`src/rtl/fb_pkg.sv`:
```
package fb_pkg;

    typedef enum logic [1:0] {
        S_IDLE  = 2'd0,
        S_RUN   = 2'd1,
        S_FAULT = 2'd2
    } fb_state_e;

    typedef enum logic [1:0] {
        ROT_0   = 2'd0,
        ROT_90  = 2'd1,
        ROT_180 = 2'd2,
        ROT_270 = 2'd3
    } fb_rot_e;

    function automatic logic [2:0] bytes_per_pixel(input logic [1:0] mode);
        logic [2:0] b;
        unique case (mode)
            2'd0:    b = 3'd4;
            2'd1:    b = 3'd3;
            default: b = 3'd2;
        endcase
        return b;
    endfunction

endpackage

```
`src/rtl/fb_scan_counter.sv`:
```
module fb_scan_counter #(
    parameter int XW = 9,
    parameter int YW = 10
) (
    input  logic          clk,
    input  logic          rst_n,
    input  logic          clear,
    input  logic          step,
    input  logic [XW-1:0] xmax,
    input  logic [YW-1:0] ymax,
    output logic [XW-1:0] x,
    output logic [YW-1:0] y,
    output logic          at_end
);

    logic x_wrap;

    assign x_wrap = (x == xmax);
    assign at_end = x_wrap && (y == ymax);

    always_ff @(posedge clk or negedge rst_n) begin
        if (!rst_n) begin
            x <= '0;
            y <= '0;
        end else if (clear) begin
            x <= '0;
            y <= '0;
        end else if (step) begin
            if (x_wrap) begin
                x <= '0;
                y <= at_end ? '0 : y + YW'(1);
            end else begin
                x <= x + XW'(1);
            end
        end
    end

endmodule

```
`src/rtl/fb_rot_map.sv`:
```
module fb_rot_map
    import fb_pkg::*;
#(
    parameter int XW = 9,
    parameter int YW = 10,
    parameter int CW = 10
) (
    input  logic [XW-1:0] x,
    input  logic [YW-1:0] y,
    input  logic [XW-1:0] wm1,
    input  logic [YW-1:0] hm1,
    input  logic [1:0]    rot,
    output logic [CW-1:0] u,
    output logic [CW-1:0] v,
    output logic [CW:0]   stride
);

    localparam int SWW = CW + 1;

    logic [SWW-1:0] w_pix;
    logic [SWW-1:0] h_pix;

    assign w_pix = SWW'(wm1) + SWW'(1);
    assign h_pix = SWW'(hm1) + SWW'(1);

    always_comb begin
        unique case (fb_rot_e'(rot))
            ROT_0: begin
                u      = CW'(x);
                v      = CW'(y);
                stride = w_pix;
            end
            ROT_90: begin
                u      = CW'(hm1 - y);
                v      = CW'(x);
                stride = h_pix;
            end
            ROT_180: begin
                u      = CW'(wm1 - x);
                v      = CW'(hm1 - y);
                stride = w_pix;
            end
            ROT_270: begin
                u      = CW'(y);
                v      = CW'(wm1 - x);
                stride = h_pix;
            end
            default: begin
                u      = '0;
                v      = '0;
                stride = w_pix;
            end
        endcase
    end

endmodule

```
`src/rtl/fb_addr_form.sv`:
```
module fb_addr_form #(
    parameter int ADDR_W = 32,
    parameter int CW     = 10,
    parameter int IDX_W  = 21
) (
    input  logic [ADDR_W-1:0] base,
    input  logic [CW-1:0]     u,
    input  logic [CW-1:0]     v,
    input  logic [CW:0]       stride,
    input  logic [2:0]        bpp,
    input  logic              tile,
    output logic [ADDR_W-1:0] addr
);

    localparam int TB = 3;

    logic [2*TB-1:0]  morton;
    logic [IDX_W-1:0] lin_idx;
    logic [IDX_W-1:0] tile_row;
    logic [IDX_W-1:0] tile_id;
    logic [IDX_W-1:0] tile_idx;
    logic [IDX_W-1:0] idx;

    for (genvar i = 0; i < TB; i++) begin : g_interleave
        assign morton[2*i]   = u[i];
        assign morton[2*i+1] = v[i];
    end

    assign lin_idx  = IDX_W'(v) * IDX_W'(stride) + IDX_W'(u);
    assign tile_row = IDX_W'(v >> TB) * IDX_W'(stride >> TB);
    assign tile_id  = tile_row + IDX_W'(u >> TB);
    assign tile_idx = (tile_id << (2*TB)) | IDX_W'(morton);
    assign idx      = tile ? tile_idx : lin_idx;
    assign addr     = base + ADDR_W'(idx) * ADDR_W'(bpp);

endmodule

```
`src/rtl/fb_addr_gen.sv`:
```
module fb_addr_gen
    import fb_pkg::*;
#(
    parameter int ADDR_W = 32,
    parameter int XW     = 9,
    parameter int YW     = 10
) (
    input  logic              clk,
    input  logic              rst_n,
    input  logic              start,
    input  logic [ADDR_W-1:0] base_addr,
    input  logic [XW-1:0]     width_m1,
    input  logic [YW-1:0]     height_m1,
    input  logic [1:0]        pix_mode,
    input  logic [1:0]        rot_code,
    input  logic              tile_en,
    output logic              addr_valid,
    input  logic              addr_ready,
    output logic [ADDR_W-1:0] addr,
    output logic              addr_last,
    output logic              busy,
    output logic              cfg_err
);

    localparam int CW    = (XW > YW) ? XW : YW;
    localparam int IDX_W = XW + YW + 2;

    fb_state_e state, state_nxt;

    logic [ADDR_W-1:0] cfg_base;
    logic [XW-1:0]     cfg_wm1;
    logic [YW-1:0]     cfg_hm1;
    logic [2:0]        cfg_bpp;
    logic [1:0]        cfg_rot;
    logic              cfg_tile;

    logic          launch;
    logic          tile_ok;
    logic          hs;
    logic          at_end;
    logic [XW-1:0] sx;
    logic [YW-1:0] sy;
    logic [CW-1:0] su;
    logic [CW-1:0] sv;
    logic [CW:0]   stride;

    assign launch  = start && (state != S_RUN);
    assign tile_ok = !tile_en || ((&width_m1[2:0]) && (&height_m1[2:0]));
    assign hs      = addr_valid && addr_ready;

    always_comb begin
        state_nxt = state;
        unique case (state)
            S_IDLE, S_FAULT: begin
                if (start) state_nxt = tile_ok ? S_RUN : S_FAULT;
            end
            S_RUN: begin
                if (hs && at_end) state_nxt = S_IDLE;
            end
            default: state_nxt = S_IDLE;
        endcase
    end

    always_ff @(posedge clk or negedge rst_n) begin
        if (!rst_n) state <= S_IDLE;
        else        state <= state_nxt;
    end

    always_ff @(posedge clk or negedge rst_n) begin
        if (!rst_n) begin
            cfg_base <= '0;
            cfg_wm1  <= '0;
            cfg_hm1  <= '0;
            cfg_bpp  <= 3'd4;
            cfg_rot  <= '0;
            cfg_tile <= 1'b0;
        end else if (launch) begin
            cfg_base <= base_addr;
            cfg_wm1  <= width_m1;
            cfg_hm1  <= height_m1;
            cfg_bpp  <= bytes_per_pixel(pix_mode);
            cfg_rot  <= rot_code;
            cfg_tile <= tile_en;
        end
    end

    always_comb begin
        addr_valid = 1'b0;
        busy       = 1'b0;
        cfg_err    = 1'b0;
        unique case (state)
            S_IDLE:  ;
            S_RUN: begin
                addr_valid = 1'b1;
                busy       = 1'b1;
            end
            S_FAULT: cfg_err = 1'b1;
            default: ;
        endcase
        addr_last = addr_valid && at_end;
    end

    fb_scan_counter #(.XW(XW), .YW(YW)) u_scan (
        .clk    (clk),
        .rst_n  (rst_n),
        .clear  (launch),
        .step   (hs),
        .xmax   (cfg_wm1),
        .ymax   (cfg_hm1),
        .x      (sx),
        .y      (sy),
        .at_end (at_end)
    );

    fb_rot_map #(.XW(XW), .YW(YW), .CW(CW)) u_rot (
        .x      (sx),
        .y      (sy),
        .wm1    (cfg_wm1),
        .hm1    (cfg_hm1),
        .rot    (cfg_rot),
        .u      (su),
        .v      (sv),
        .stride (stride)
    );

    fb_addr_form #(.ADDR_W(ADDR_W), .CW(CW), .IDX_W(IDX_W)) u_form (
        .base   (cfg_base),
        .u      (su),
        .v      (sv),
        .stride (stride),
        .bpp    (cfg_bpp),
        .tile   (cfg_tile),
        .addr   (addr)
    );

endmodule

```
`config.mk`:
```
export PLATFORM = sky130hd
export DESIGN_NAME = fb_addr_gen
export DESIGN_NICKNAME = d
export VERILOG_FILES = /design/src/rtl/fb_pkg.sv /design/src/rtl/fb_scan_counter.sv /design/src/rtl/fb_rot_map.sv /design/src/rtl/fb_addr_form.sv /design/src/rtl/fb_addr_gen.sv
export SDC_FILE = /design/constraint.sdc
export NUM_CORES = 1
export LEC_CHECK = 0
export BUFFER_PORTS_ARGS = -buffer_cell sky130_fd_sc_hd__buf_2
export CORE_ASPECT_RATIO = 1.25
export CORE_MARGIN = 1.5
export CORE_UTILIZATION = 48
export DETAILED_ROUTE_END_ITERATION = 10
export PLACE_DENSITY_LB_ADDON = 0.3
export SETUP_SLACK_MARGIN = 0.4
export SYNTH_ARGS = -nofsm -noshare
export SYNTH_HDL_FRONTEND = slang
export SYNTH_SLANG_ARGS = --single-unit
```
`constraint.sdc`:
```
create_clock -name clk -period 14.6 [get_ports clk]
set_input_delay 1.46 -clock clk [delete_from_list [all_inputs] [get_ports clk]]
set_output_delay 1.46 -clock clk [all_outputs]
set_load 0.02 [all_outputs]
```
# Yosys cells after proc, flatten, opt, wreduce, memory -nomap -nowiden
# Index checks and enable logic that the tools add are counted.
[totals]
word_cells = 71
reg_bits = 78
out_inout_bits = 36
in_bits = 60
[classes]
multipliers = 3
n_addsub = 9
mux = 18
eq_ne = 11
n_reduce_logical = 20
n_bitwise = 1
[op_table]
columns = ["op", "n"]
rows = [
  ["case mux 10 bit (4 select lines)", 2],
  ["two-way mux 10 bit", 4],
  ["adder 32 x 24 -> 32 bit", 1],
  ["two-way mux 9 bit", 3],
  ["multiplier 21 x 3 -> 24 bit", 1],
  ["case mux 11 bit (2 select lines)", 1],
  ["adder 21 x 10 -> 21 bit", 1],
  ["multiplier 10 x 11 -> 21 bit", 1],
  ["two-way mux 21 bit", 1],
  ["OR 21 x 6 -> 21 bit", 1],
  ["adder 15 x 7 -> 15 bit", 1],
  ["multiplier 7 x 8 -> 15 bit", 1],
  ["adder 10 x 1 -> 11 bit (second input constant)", 1],
  ["adder 10 x 1 -> 10 bit (second input constant)", 1],
  ["adder 9 x 1 -> 10 bit (second input constant)", 1],
  ["equality test 10 bit", 1],
  ["subtractor 10 bit", 1],
  ["subtractor 9 x 9 -> 10 bit", 1],
  ["adder 9 x 1 -> 9 bit (second input constant)", 1],
  ["equality test 9 bit", 1],
  ["equality test 2 x 1 -> 1 bit (second input constant)", 3],
  ["equality test 2 bit (second input constant)", 3],
  ["logical AND 1 bit", 6],
  ["zero test 2 bit", 3],
  ["12 further kinds", 21],
]

# Depth between registers and ports, before layout
[depth]
word_depth = 9
ltp_mapped = 42

# Cells and area by module
# Synthesis repeated with hierarchy kept, for this count alone.
[unflattened]
cells_unflattened = 1595
area_unflattened_um2 = 13925.9
[modules_own_cells]
columns = ["module", "area_each_um2", "n_inst", "cells_per_inst", "seq_area_each_um2"]
rows = [
  ["fb_addr_form", 8353.0, 1, 1044, 0.0],
  ["fb_addr_gen", 2492.4, 1, 142, 1477.7],
  ["fb_rot_map", 1722.9, 1, 260, 0.0],
  ["fb_scan_counter", 1357.6, 1, 149, 475.5],
]

# Worst setup path before layout
# OpenSTA, ideal clock, no wires.
[synth_path]
kind = "flip-flop to output port"
startpoint = "reg u_scan.y[1]"
endpoint = "out addr[26]"
t_arrival_ns = 9.868
setup_slack_ns = 3.272
path_stages_with_launch = 38
path_cell_list = "dfrtp_1 -> inv_1 -> ha_1 -> nor2b_1 -> o31ai_4 -> a211oi_2 -> nor4_2 -> o31ai_1 -> o21a_1 -> buf_2 -> or4_1 -> fa_1 -> fa_1 -> inv_1 -> fa_1 -> fa_1 -> inv_1 -> fa_1 -> [... 2 more ...] -> a21oi_1 -> o21ai_0 -> a221o_1 -> a211oi_1 -> xnor2_1 -> o21ai_0 -> fa_1 -> inv_1 -> fa_1 -> inv_1 -> ha_1 -> a21o_1 -> a21o_1 -> a21oi_1 -> and2_1 -> nor3b_2 -> a211oi_1 -> xor2_1"
[synth_between]
elab_chain_cells = 8
word_cells_on_any_way = 11
[synth_lines]
columns = ["element", "line", "rtl"]
rows = [
  ["from (decl)", "fb_scan_counter.sv:12", "output logic [YW-1:0] y,"],
  ["from (signal assigned)", "fb_scan_counter.sv:31", "y <= at_end ? '0 : y + YW'(1);"],
  ["branches (longest 5 deep; another with multiplier 10 x 11 -> 21 bit)", "n/a", ""],
  ["two-way mux 21 bit (*)", "fb_addr_form.sv:33", "assign idx = tile ? tile_idx : lin_idx;"],
  ["multiplier 21 x 3 -> 24 bit (*)", "fb_addr_form.sv:34", "assign addr = base + ADDR_W'(idx) * ADDR_W'(bpp);"],
  ["adder 32 x 24 -> 32 bit (*)", "fb_addr_form.sv:34", ""],
  ["to (decl)", "fb_addr_gen.sv:19", "output logic [ADDR_W-1:0] addr,"],
]
# Every way passes the cells marked *.

# Worst setup path after layout
[layout_path]
startpoint = "reg u_scan.y[1]"
endpoint = "out addr[29]"
# Same word-level chain as after synthesis.

==> key figures <==
Yosys
  • Async S/R FF share, synth: between 90% and 100%
  • Syn Nets: ~2.1k
  • Synthesized flop and latch total: slightly below 80
  • Number of synthesized flops with an enable pin: 0
  • Sequential share of the synthesized area: between 10 and 15%
  • YS warnings: 0
  • Post-Syn Area: ~14,000 um2
  • Avg Cell Area, Syn: between 7 and 8 um2
  • Mapped Cells: between 1.5k and 2k
  • Ys flop type: dfrtp_1
  • Netlist cell types: 81

STA
  • RSZ-0062 raised after global routing: no
  • Max Clock Freq: 0.0786 GHz
  • Total negative slack: 0 ns
  • Fin. Hold Viols: 0
  • Crit path time final: roughly 13 ns
  • Slew HR: about 22%
  • Final setup fails: 0
  • Final Max Tran Viols: 0
  • Worst-margin pin slew: between 1 and 1.5 ns
  • Clock Skew: 0.00894 ns
  • Final worst-path cycle share: between 80% and 90%

Global routing
  • Grt ovf: 0
  • Global Route Usage Sum: 28.5%
  • Vias in the first global route: between 10k and 15k
  • First-pass GRT wire length: 65,400 um
  • Largest net degree at the start of global routing: between 70 and 80
  • Initial antenna violation count: 0

Routing
  • Antenna Nets Post-Route: 0
  • DRT Pass-1 Iters: 5
  • 1st-iter DRT viols: 680
  • Residual DRC: 0
  • WL/cell: around 18 um
  • Detailed Route WL: around 40,000 um
  • Vias post-DR: about 12k
  • Vias/cell: roughly 5.7

Layout
  • Ratio of cells with drive above 1 in the final layout: 9.07%
  • Area growth syn-to-layout: 8.06%
  • Commonest non-fill, non-tap cell in the layout: nand2_1
  • Fill count: 2,679
  • Most frequent cells in the layout: nand2_1 (305), inv_1 (258), fa_1 (142), ha_1 (130), nor2_1 (103)
  • Layout Nets: 2,125
  • N_diodes: 0

Critical path
  • Buf/Inv on CP: 6
  • Largest delay contributor family on the critical path: adder cells
  • WP data required: 13.14 ns
  • Crit end category: output pin
  • CP Data Arrival Time: 11.27 ns
  • Max incr delay on CP: between 0.6 and 0.7 ns
  • Critical Path Source Type: flip-flop
  • R2r startpoint: u_scan.x[7]
  • CP max FO: 10
  • Slowest-stage cell, CP: or4_1
  • Crit Path Class: reg2out
  • Crit. Startpoint: u_scan.y[1]
  • Crit-path most repeated cell: fa_1

Clocking
  • Clk root buf: clkbuf_16
  • Cts hold-fix bufs: 0
  • CTS Buf Count: 9
  • TritonCTS clock tree: built
  • CTS resizes: 0
  • Worst skew pair latency: approximately 0.36 ns
  • CTS max path bufs: 2
  • H-tree levels: 3
  • Post-CTS repair timing setup buffer count: 0
  • CTS sink cnt: between 70 and 80
  • CTS clk-pin slew, worst paths: 0.07 ns

Floorplanning
  • Die X: between 150 and 200 um
  • Die height: roughly 190 um
  • Die area: a little under 30,000 um2
  • Row Count: 68
  • Floorplan core area: 27,800 um2
  • Initial Util: around 50%
  • I/O pin count: 96

Placed design
  • PortBufs: between 90 and 100
  • GPL Wtd Cong: roughly 0.95
  • Final HPWL DP: between 30,000 and 40,000 um

Run status
  • Status: completed

Hold path
  • Worst hold path startpoint: state[0]
  • Hold Path Class: reg2reg

Run
  • Max Cap Violations: 0
-- final cells by class --
type	count	area (um2)	area share (%)
multi-input combinational	1332	10500	71.0
sequential	78	1950	13.2
inverter	259	972	6.57
timing repair buffer	113	613	4.15
tap	350	438	2.96
clock buffer	9	225	1.52
clock inverter	7	80.1	0.542
-- cell families (layout without fill, tap and decap cells) --
family	count (synthesis)	after routing	synth area share, %
mux	34	34	2.56
xor+xnor	75	75	4.80
flops	78	78	14.3
fa+ha+maj	272	272	32.7
compound gates	312	312	15.0
buf+inv	322	388	8.98
simple gates	639	639	21.7
-- path summary, 6_finish.rpt --
| path | endpoint | slack (ns) | cells after the start |
|---|---|---|---|
| setup reg to reg | u_scan.y[9] | 11.35 | 8 |
| setup / recovery | addr[29] | 1.87 | 36 |
| max in group asynchronous | cfg_rot[0] | 12.62 | 1 |
| hold reg to reg | state[1] | 0.48 | 1 |
| hold / removal | state[1] | 0.48 | 1 |
| min in group asynchronous | cfg_base[0] | 1.27 | 1 |
-- layer usage --
metal  vias up  track usage [%]  wire length, um
met5         -                0                0
met2       336             50.7            19700
met1      5893             33.7            16100
li1       5837                -                -
met4         0             14.3             1980
met3        94             3.77             1970
-- cells in the mapped netlist, types with 12 or more instances --
library cell | number | area share, %
nand3_1 | 40 | 1.5
mux2i_1 | 26 | 1.9
nor2_1 | 103 | 2.8
and3_1 | 15 | 0.69
nand2b_1 | 16 | 0.73
o21ai_0 | 71 | 2.6
dfrtp_1 | 77 | 14
a211oi_1 | 13 | 0.71
or3_1 | 15 | 0.69
nor2b_1 | 19 | 0.87
a21oi_1 | 80 | 2.9
xnor2_1 | 44 | 2.8
nand4_1 | 22 | 1.0
ha_1 | 130 | 12
xor2_1 | 31 | 2.0
nor3b_1 | 12 | 0.66
fa_1 | 142 | 21
nor3_1 | 29 | 1.1
inv_1 | 258 | 7.1
nand2_1 | 305 | 8.4
o21a_1 | 20 | 1.1
a21o_1 | 26 | 1.4
clkbuf_1 | 48 | 1.3
and2_1 | 27 | 1.2
-- per-stage QoR --
step / utilization [%] / hold WS, ns / area [um2] / std cells / worst slack (ns)
2_1_floorplan: - / 0.443 / 13700 / 1732 / 3.27
3_3_place_gp: 52.1 / 0.464 / 14500 / 2132 / 2.40
3_5_place_dp: 52.1 / 0.472 / 14500 / 2132 / 2.36
4_1_cts: 53.1 / 0.486 / 14800 / 2148 / 1.93
5_1_grt: 53.1 / 0.517 / 14800 / 2148 / 1.07
6_report: 53.1 / 0.483 / 14800 / 2148 / 1.87
-- registers in the layout, summed over array words and instances, names as in the netlist --
name / count
cfg_base: 32
cfg_hm1: 10
u_scan.y: 10
cfg_wm1: 9
u_scan.x: 9
cfg_bpp: 3
cfg_rot: 2
state: 2
cfg_tile: 1
-- worst register-to-register path: stages (launching register included) --
cell and delay (ns):
dfrtp_1 0.48, inv_1 0.08, ha_1 0.41, nand2_1 0.10, or4_1 0.68, o21ai_2 0.67, nand3_1 0.20, or3_1 0.37
a21oi_1 0.16
Power is not shown: default switching activity piles up to over one toggle a cycle in this logic, so the estimate is an artifact.
